`config.mk`:
```
export PLATFORM = sky130hd
export DESIGN_NAME = trig_bus_matcher
export DESIGN_NICKNAME = d
export VERILOG_FILES = /design/src/rtl/trig_match_pkg.sv /design/src/rtl/trig_def_bank.sv /design/src/rtl/trig_bus_latch.sv /design/src/rtl/trig_freeze_ctrl.sv /design/src/rtl/trig_bus_matcher.sv
export SDC_FILE = /design/constraint.sdc
export NUM_CORES = 2
export LEC_CHECK = 0
export BUFFER_PORTS_ARGS = -buffer_cell sky130_fd_sc_hd__clkbuf_2
export CAP_MARGIN = 20
export CORE_UTILIZATION = 39
export DETAILED_ROUTE_END_ITERATION = 12
export GPL_TIMING_DRIVEN = 0
export PLACE_DENSITY = 0.56
export SLEW_MARGIN = 20
export SYNTH_ARGS = -nofsm -noshare
export SYNTH_HDL_FRONTEND = slang
export SYNTH_SLANG_ARGS = --single-unit
export TNS_END_PERCENT = 30
```
`constraint.sdc`:
```
create_clock -name clk -period 5.9 [get_ports clk]
set_input_delay 0.59 -clock clk [delete_from_list [all_inputs] [get_ports clk]]
set_output_delay 0.59 -clock clk [all_outputs]
set_load 0.01 [all_outputs]
```
`src/rtl/trig_match_pkg.sv`:
```
package trig_match_pkg;
  typedef enum logic [1:0] {
    FRZ_IDLE    = 2'd0,
    FRZ_INTERIM = 2'd1,
    FRZ_HELD    = 2'd2
  } frz_state_e;
endpackage

```
`src/rtl/trig_def_bank.sv`:
```
module trig_def_bank #(
  parameter int BUS_W = 48,
  parameter int N_DEF = 16,
  parameter int IDX_W = 4
) (
  input  logic             clk,
  input  logic             rst_n,
  input  logic             cfg_we,
  input  logic [IDX_W-1:0] cfg_idx,
  input  logic             cfg_en,
  input  logic [BUS_W-1:0] cfg_ones,
  input  logic [BUS_W-1:0] cfg_zeros,
  input  logic [BUS_W-1:0] word,
  input  logic             word_vld,
  output logic [N_DEF-1:0] hits
);
  for (genvar g = 0; g < N_DEF; g++) begin : g_def
    logic             en_q;
    logic [BUS_W-1:0] ones_q;
    logic [BUS_W-1:0] zeros_q;
    logic             sel;

    assign sel = cfg_we && (cfg_idx == IDX_W'(g));

    always_ff @(posedge clk or negedge rst_n) begin
      if (!rst_n) begin
        en_q    <= 1'b0;
        ones_q  <= '0;
        zeros_q <= '0;
      end else if (sel) begin
        en_q    <= cfg_en;
        ones_q  <= cfg_ones;
        zeros_q <= cfg_zeros;
      end
    end

    // all required ones present, no forbidden bit present
    assign hits[g] = word_vld && en_q &&
                     ((word & ones_q) == ones_q) &&
                     ((word & zeros_q) == '0);
  end
endmodule

```
`src/rtl/trig_bus_latch.sv`:
```
module trig_bus_latch #(
  parameter int BUS_W = 48
) (
  input  logic             clk,
  input  logic             rst_n,
  input  logic             accept,
  input  logic [BUS_W-1:0] data_in,
  input  logic             drop_vld,
  output logic [BUS_W-1:0] word_q,
  output logic             word_vld
);
  always_ff @(posedge clk or negedge rst_n) begin
    if (!rst_n) begin
      word_q   <= '0;
      word_vld <= 1'b0;
    end else if (drop_vld) begin
      word_vld <= 1'b0;
    end else if (accept) begin
      word_q   <= data_in;
      word_vld <= 1'b1;
    end
  end
endmodule

```
`src/rtl/trig_freeze_ctrl.sv`:
```
module trig_freeze_ctrl
  import trig_match_pkg::*;
#(
  parameter int N_DEF      = 16,
  parameter int INH_CYCLES = 13
) (
  input  logic             clk,
  input  logic             rst_n,
  input  logic [N_DEF-1:0] hits,
  input  logic             extend,
  input  logic             release_i,
  output logic             frozen,
  output logic             inhibit,
  output logic [N_DEF-1:0] match_q,
  output logic             end_freeze
);
  localparam int CNT_W = $clog2(INH_CYCLES + 1);

  frz_state_e       st_q, st_d;
  logic [CNT_W-1:0] cnt_q, cnt_d;
  logic [N_DEF-1:0] match_d;

  always_comb begin
    st_d       = st_q;
    cnt_d      = cnt_q;
    match_d    = match_q;
    end_freeze = 1'b0;
    unique case (st_q)
      FRZ_IDLE: begin
        if (|hits) begin
          st_d    = FRZ_INTERIM;
          cnt_d   = CNT_W'(INH_CYCLES);
          match_d = hits;
        end
      end
      FRZ_INTERIM: begin
        cnt_d = cnt_q - 1'b1;
        if (cnt_q == CNT_W'(1)) begin
          if (extend) begin
            st_d = FRZ_HELD;
          end else begin
            st_d       = FRZ_IDLE;
            match_d    = '0;
            end_freeze = 1'b1;
          end
        end
      end
      FRZ_HELD: begin
        if (release_i) begin
          st_d       = FRZ_IDLE;
          match_d    = '0;
          end_freeze = 1'b1;
        end
      end
      default: begin
        st_d    = FRZ_IDLE;
        match_d = '0;
      end
    endcase
  end

  always_ff @(posedge clk or negedge rst_n) begin
    if (!rst_n) begin
      st_q    <= FRZ_IDLE;
      cnt_q   <= '0;
      match_q <= '0;
    end else begin
      st_q    <= st_d;
      cnt_q   <= cnt_d;
      match_q <= match_d;
    end
  end

  assign frozen  = (st_q != FRZ_IDLE);
  assign inhibit = (st_q == FRZ_INTERIM);
endmodule

```
`src/rtl/trig_bus_matcher.sv`:
```
module trig_bus_matcher #(
  parameter int BUS_W      = 48,
  parameter int N_DEF      = 16,
  parameter int INH_CYCLES = 13,
  localparam int IDX_W     = (N_DEF > 1) ? $clog2(N_DEF) : 1
) (
  input  logic             clk,
  input  logic             rst_n,
  input  logic             bus_valid,
  output logic             bus_ready,
  input  logic [BUS_W-1:0] bus_data,
  input  logic             cfg_we,
  input  logic [IDX_W-1:0] cfg_idx,
  input  logic             cfg_en,
  input  logic [BUS_W-1:0] cfg_ones,
  input  logic [BUS_W-1:0] cfg_zeros,
  input  logic             extend_inhibit,
  input  logic             release_freeze,
  output logic [BUS_W-1:0] held_bus,
  output logic             frozen,
  output logic             inhibit,
  output logic [N_DEF-1:0] match_vec
);
  logic [N_DEF-1:0] hits;
  logic             word_vld;
  logic             accept;
  logic             end_freeze;

  assign bus_ready = !frozen && !(|hits);
  assign accept    = bus_valid && bus_ready;

  trig_bus_latch #(.BUS_W(BUS_W)) latch_i (
    .clk      (clk),
    .rst_n    (rst_n),
    .accept   (accept),
    .data_in  (bus_data),
    .drop_vld (end_freeze),
    .word_q   (held_bus),
    .word_vld (word_vld)
  );

  trig_def_bank #(.BUS_W(BUS_W), .N_DEF(N_DEF), .IDX_W(IDX_W)) bank_i (
    .clk       (clk),
    .rst_n     (rst_n),
    .cfg_we    (cfg_we),
    .cfg_idx   (cfg_idx),
    .cfg_en    (cfg_en),
    .cfg_ones  (cfg_ones),
    .cfg_zeros (cfg_zeros),
    .word      (held_bus),
    .word_vld  (word_vld),
    .hits      (hits)
  );

  trig_freeze_ctrl #(.N_DEF(N_DEF), .INH_CYCLES(INH_CYCLES)) ctrl_i (
    .clk        (clk),
    .rst_n      (rst_n),
    .hits       (hits),
    .extend     (extend_inhibit),
    .release_i  (release_freeze),
    .frozen     (frozen),
    .inhibit    (inhibit),
    .match_q    (match_vec),
    .end_freeze (end_freeze)
  );
endmodule

```
======== Yosys cells after proc, flatten, opt, wreduce, memory -nomap -nowiden ========
Cells that the tools add are included.
Widths: inputs -> output; s select.
storage, ports and cells
  register bits after elaboration ......... 1623
  word-level logic and storage cells ...... 237
operators by class
  add/sub/neg operators ................... 1
  eq/ne operators ......................... 38
  muxes and demuxes ....................... 18
  bitwise logic cells ..................... 33
  reductions and logical operators ........ 94
operators with widths
  operator             count
  $and 48x48->48       32
  $eq 48x48->1         16
  $logic_not 48->1     16
  $logic_and 1x1->1    66
  $mux 16              4
  $pmux 16 s3          1
  $eq 4x4->1 const B   8
  $eq 4x3->1 const B   4
  $reduce_or 16->1     1
  $eq 4x1->1 const B   2
  $eq 4x2->1 const B   2
  $mux 2               4
  $pmux 4 s2           1
  $ne 2x2->1 const B   3
  $pmux 2 s3           1
  $reduce_bool 2->1    3
  $mux 1               5
  $logic_not 4->1      1
  $mux 4               1
  $reduce_and 2->1     2
  $reduce_and 4->1     1
  $sub 4x1->4 const B  1
  $reduce_and 3->1     1
  $eq 2x1->1 const B   1
  other kinds (6)      7

======== Logic depth before layout (Yosys ltp) ========
  word-level depth ........................ 10
  mapped depth ............................ 14
  mapped depth without buffers ............ 9

======== Hierarchy ========
A second synthesis with hierarchy kept.
second synthesis, totals
  cell total of the unflattened synthesis .. 4949
  area total of the unflattened synthesis .. 69843.2 um^2
modules (own cells, without submodules)
  module            instances  cells each  area an instance (um^2)
  trig_def_bank     1          4731        66722.7
  trig_bus_latch    1          105         1929.4
  trig_freeze_ctrl  1          105         1137.3
  trig_bus_matcher  1          8           53.8

======== Worst setup path before layout ========
No wires, ideal clock.
  path kind ............................... register to register
  start point ............................. register latch_i.word_q[8]
  end point ............................... register latch_i.word_q[38]
  arrival time ............................ 3.008 ns
  data required time ...................... 5.775 ns
  slack ................................... 2.767 ns
  stages on the path, launching flop included .. 13
  buffers on the path ..................... 3
  period minus slack after synthesis ...... 3.133 ns
  path through ............................ dfrtp_1 > clkbuf_1 > mux2_2 > a221oi_1 > nand4_1 > or4_1 > nor4_1 > nor4_1 > nand4_2 > nor2_2 > buf_6 > buf_6 > mux2_4
between the ends
  word-level cells in the longest chain between the ends .. 9
  elaborated cells on any way between the ends .. 101
  those cells by class .................... eq/ne: 16; bitwise: 32; reduce/logical: 53
RTL lines
  element                         line                    RTL
  from (decl)                     trig_bus_latch.sv:9     output logic [BUS_W-1:0] word_q,
  from (signal assigned)          trig_bus_latch.sv:19    word_q <= data_in;
  $and 48x48->48                  trig_def_bank.sv:39     ((word & ones_q) == ones_q) &&
  $eq 48x48->1                    trig_def_bank.sv:39
  $logic_and 1x1->1               trig_def_bank.sv:38     assign hits[g] = word_vld && en_q &&
  $logic_and 1x1->1               trig_def_bank.sv:39
  $reduce_or 16->1 (*)            trig_bus_matcher.sv:29  assign bus_ready = !frozen && !(|hits);
  $logic_not 1->1 (*)             trig_bus_matcher.sv:29
  $logic_and 1x1->1 (*)           trig_bus_matcher.sv:29
  $logic_and 1x1->1 (*)           trig_bus_matcher.sv:30  assign accept = bus_valid && bus_ready;
  $reduce_and 2->1 (no line) (*)  --
Mark *: on every way between the ends. The rest lies on a longest branch, timed or not.
A chain may end at the register's enable or synchronous reset.

======== Worst setup path in the final report ========
  start point ............................. register latch_i.word_q[10]
  end point ............................... output bus_ready
between the ends
  word-level cells in the longest chain between the ends .. 7
  elaborated cells on any way between the ends .. 99
  those cells by class .................... eq/ne: 16; bitwise: 32; reduce/logical: 51
RTL lines
  element                line                    RTL
  $and 48x48->48         trig_def_bank.sv:39
  $eq 48x48->1           trig_def_bank.sv:39
  $logic_and 1x1->1      trig_def_bank.sv:38
  $logic_and 1x1->1      trig_def_bank.sv:39
  $reduce_or 16->1 (*)   trig_bus_matcher.sv:29
  $logic_not 1->1 (*)    trig_bus_matcher.sv:29
  $logic_and 1x1->1 (*)  trig_bus_matcher.sv:29
  to (decl)              trig_bus_matcher.sv:10  output logic bus_ready,
Marked as above.

==> results.md <==
* Net count, final at 5,835
* Synthesized Nets at 5,232
* Area delta synth->final at 21.3%
* Register area at 40,600 µm²
* Final cell count without fillers at 8,279
* Cells after DPL at 7,787
* Worst Setup Start Kind: flip-flop
* Hold Path Sink: ctrl_i.st_q[1]
* YS warnings at 0
* Main synth FF type: dfrtp_1
* Cells after synthesis at 5,072
* Vias in the first global route at 51,600
* Clk buf depth at 3
* Clock sink total at 1,623
* Worst Tran Pin Value at 1360 ps
* Top sig layer: met5
* Setup TNS Final at -554 ps
* Period utilization at 1.05
* Tmin final at 6190 ps
* Final slew viol count at 0
* Reg2reg end: latch_i.word_q[33]
* Combinational family with the most area after synthesis: multiplexers
* Post-route ant nets at 0
* Crit. End Element: output port
* Adder-cell share of the synthesized area at 0.000896
* Worst skew pair latency at 880 ps
* Placer Congestion at 1.14
* Total CTS buffers at 177
* MaxCap Viol Count at 0
* Buf+Inv Stages, Crit Path at 6
* Ys async rst share at 1.00
* Top cells by area, synth: dfrtp_1 (58%), mux2_2 (25%), a22oi_1 (2.7%), clkbuf_1 (1.7%), a22o_1 (1.2%)
* Critical-path maximum fanout at 10
* DRC at 0
* Pre-Repair DR Iteration Count at 7
* Synthesized area at 69,800 µm²
* Commonest non-fill, non-tap cell in the layout: dfrtp_1
* Mux contribution to synthesized area at 0.266
* Failing checks: negative setup slack
* Seq/Total Area, Yosys at 0.582
* Synth Area in XOR/XNOR at 0
* Root Driver: clkbuf_16
* Global Route Usage Sum at 0.471
* Crit-path slowest cell: a221oi_1
* Wire per inst at 52.0 µm
* Complex-gate fraction of the synthesized area at 0.0753
* Met3 WL at 73.2 mm
* Fmax at 0.162 GHz
* Met2 routed WL at 162 mm
* R2R Path Start: latch_i.word_q[31]
* I/O pin count at 222
* Post-route worst setup slack at -288 ps
* Die Height at 425 µm
* Number of flops mapped to enable cells by yosys at 0
* Total Routed Length at 431 mm
* WP data arrival at 5600 ps
* Pin count of the biggest net entering global routing at 92
* # setup viols final at 10
* CP peak stage delay at 790 ps
* First-pass GRT wire length at 545 mm
* Multi-input logic area at 27,400 µm²
* Worst Hold Depth at 3
* Min-delay worst type: input port to flip-flop
* Status: finished, violations left
* Synth top area share at 0.582
* Leak pwr at 37.1 nW
* Worst EP required at 5310 ps
* Skew final at 47.7 ps
* Total gr overflow at 0
* H-tree levels at 4
* Flop-to-flop setup slack at -40 ps
* Worst ir drop on vdd at 287 µV
* Synth unique cells at 50
* Yosys top cell by area: dfrtp_1
* Commonest cells after routing, fill and taps aside: dfrtp_1 (1,617), mux2_2 (1,565), clkbuf_2 (379), a22oi_1 (251), clkbuf_1 (210)
* Hold path start: extend_inhibit
* Syn avg cell area at 13.8 µm²
* Hpwl dp at 316 mm
* TritonCTS clock tree: done
* Final Hold Viols at 0
* Synth Area in Simple Gates at 0.0464
* Critical path class: flip-flop to output port
* Top delay family on crit path: buffers and inverters
* Die area at 181,000 µm²
* PortBufs at 221
* Number of synthesized register bits at 1,623
* Worst-path cell chain: buf_4, inv_1, clkbuf_2, buf_12, a221oi_1, nand4_1, nor4_1, and3_1, nor4_1, nand4_2, inv_1, clkbuf_2
* Max-slew headroom at the worst pin at 0.0669
* R2R cell count at 15
* Core area at 177,000 µm²
* Power per cell area at 554 nW/µm²
* Share of layout cells above drive strength 1 at 0.431
* Iteration-0 DRC Markers at 10,500
* Die W at 425 µm
* Vias per cell at 6.91
* Initial antenna violation count at 135
* Vias post-DR at 57,200
* Initial Utilization at 0.395
* Met1 Wirelength at 162 mm
* Row Count at 154
* Clk slew on worst S/H paths at 60 ps
* Fillcell total at 15,700
==> registers in the layout, summed over array words and instances (netlist names) <==
register	count
ctrl_i.st_q	2
bank_i.g_def.en_q	16
bank_i.g_def.zeros_q	768
latch_i.word_vld	1
ctrl_i.match_q	16
ctrl_i.cnt_q	4
latch_i.word_q	48
bank_i.g_def.ones_q	768
==> per-layer routing <==
| metal | track usage | vias up |
|---|---|---|
| met5 | 0.0312 | - |
| met4 | 0.304 | 58 |
| met3 | 0.287 | 1356 |
| met2 | 0.594 | 5454 |
| met1 | 0.590 | 30400 |
| li1 | - | 20000 |
==> cell usage after synthesis, types with 57 or more instances <==
library cell     n
mux2_2        1565
a221oi_1        70
nand4_1         80
nand2_1        184
a22oi_1        254
inv_1          117
o2111ai_1       57
nor2b_1        119
clkbuf_1       315
o21ai_0         59
a22o_1          98
mux2i_1         82
dfrtp_1       1623
==> where the power goes <==
group	leakage (nW)	total [W]	internal, W	switching, W
Combinational	14.3	0.0191	0.00585	0.0132
Clock	2.90	0.0117	0.00664	0.00507
Sequential	19.9	0.0161	0.0138	0.00232
Total	37.1	0.0469	0.0263	0.0206
==> logic make-up (layout without fill, tap and decap cells) <==
group / Yosys count / in the layout
muxes: 1656 / 1656
DFF: 1623 / 1623
and+or+nand+nor: 591 / 591
AOI/OAI and AO/OA: 661 / 661
other: 0 / 114
adders and majority gates: 5 / 5
buffers and inverters: 536 / 1289
==> layout make-up <==
cell class,count,area share
tap,2340,0.0346
inverter,136,0.00634
clock buffer,277,0.0623
antenna,114,0.00337
clock inverter,52,0.00753
multi-input combinational,2913,0.323
buffer,397,0.0216
timing repair buffer,427,0.0613
sequential,1623,0.480
==> how the worst max path moves through the flow <==
stage	cells after the start	slack (ps)	end	startpoint
2_1_floorplan	12	2770	latch_i.word_q[38]	latch_i.word_q[8]
3_3_place_gp	1	-37540	bank_i.g_def[8].ones_q[10]	rst_n
3_5_place_dp	13	-600	latch_i.word_q[42]	latch_i.word_q[12]
4_1_cts	12	10	bus_ready	latch_i.word_q[8]
5_1_grt	12	-30	bus_ready	latch_i.word_q[31]
6_report	12	-290	bus_ready	latch_i.word_q[10]
==> tightest hold or removal path, delay by kind of cell <==
family | cells | cell delay [ps]
buffers and inverters | 1 | 90
and+or+nand+nor | 1 | 90
muxes | 1 | 70
==> repair_timing <==
action	4_1_cts	5_1_grt
buffers inserted	3	0
hold buffers	44	0
endpoints found under the setup margin	70	1
hold endpoints to repair	91	0
cloned	0	0
gates resized for setup	43	11
==> stage by stage <==
| step | instance area [µm²] | setup slack (ps) | hold WS [ps] | util | total power, W |
|---|---|---|---|---|---|
| after floorplan | 69800 | 2770 | 294 | - | 0.0215 |
| after global placement | 73900 | -37540 | 478 | 0.418 | 0.0317 |
| after detailed placement | 77800 | -602 | 485 | 0.440 | 0.0335 |
| after CTS | 84300 | 13.5 | 2.32 | 0.477 | 0.0450 |
| after global routing | 84500 | -25.5 | 36.5 | 0.478 | 0.0466 |
| final | 84700 | -288 | 28.5 | 0.479 | 0.0469 |
Note: power is estimated with default switching activity, not from simulation.
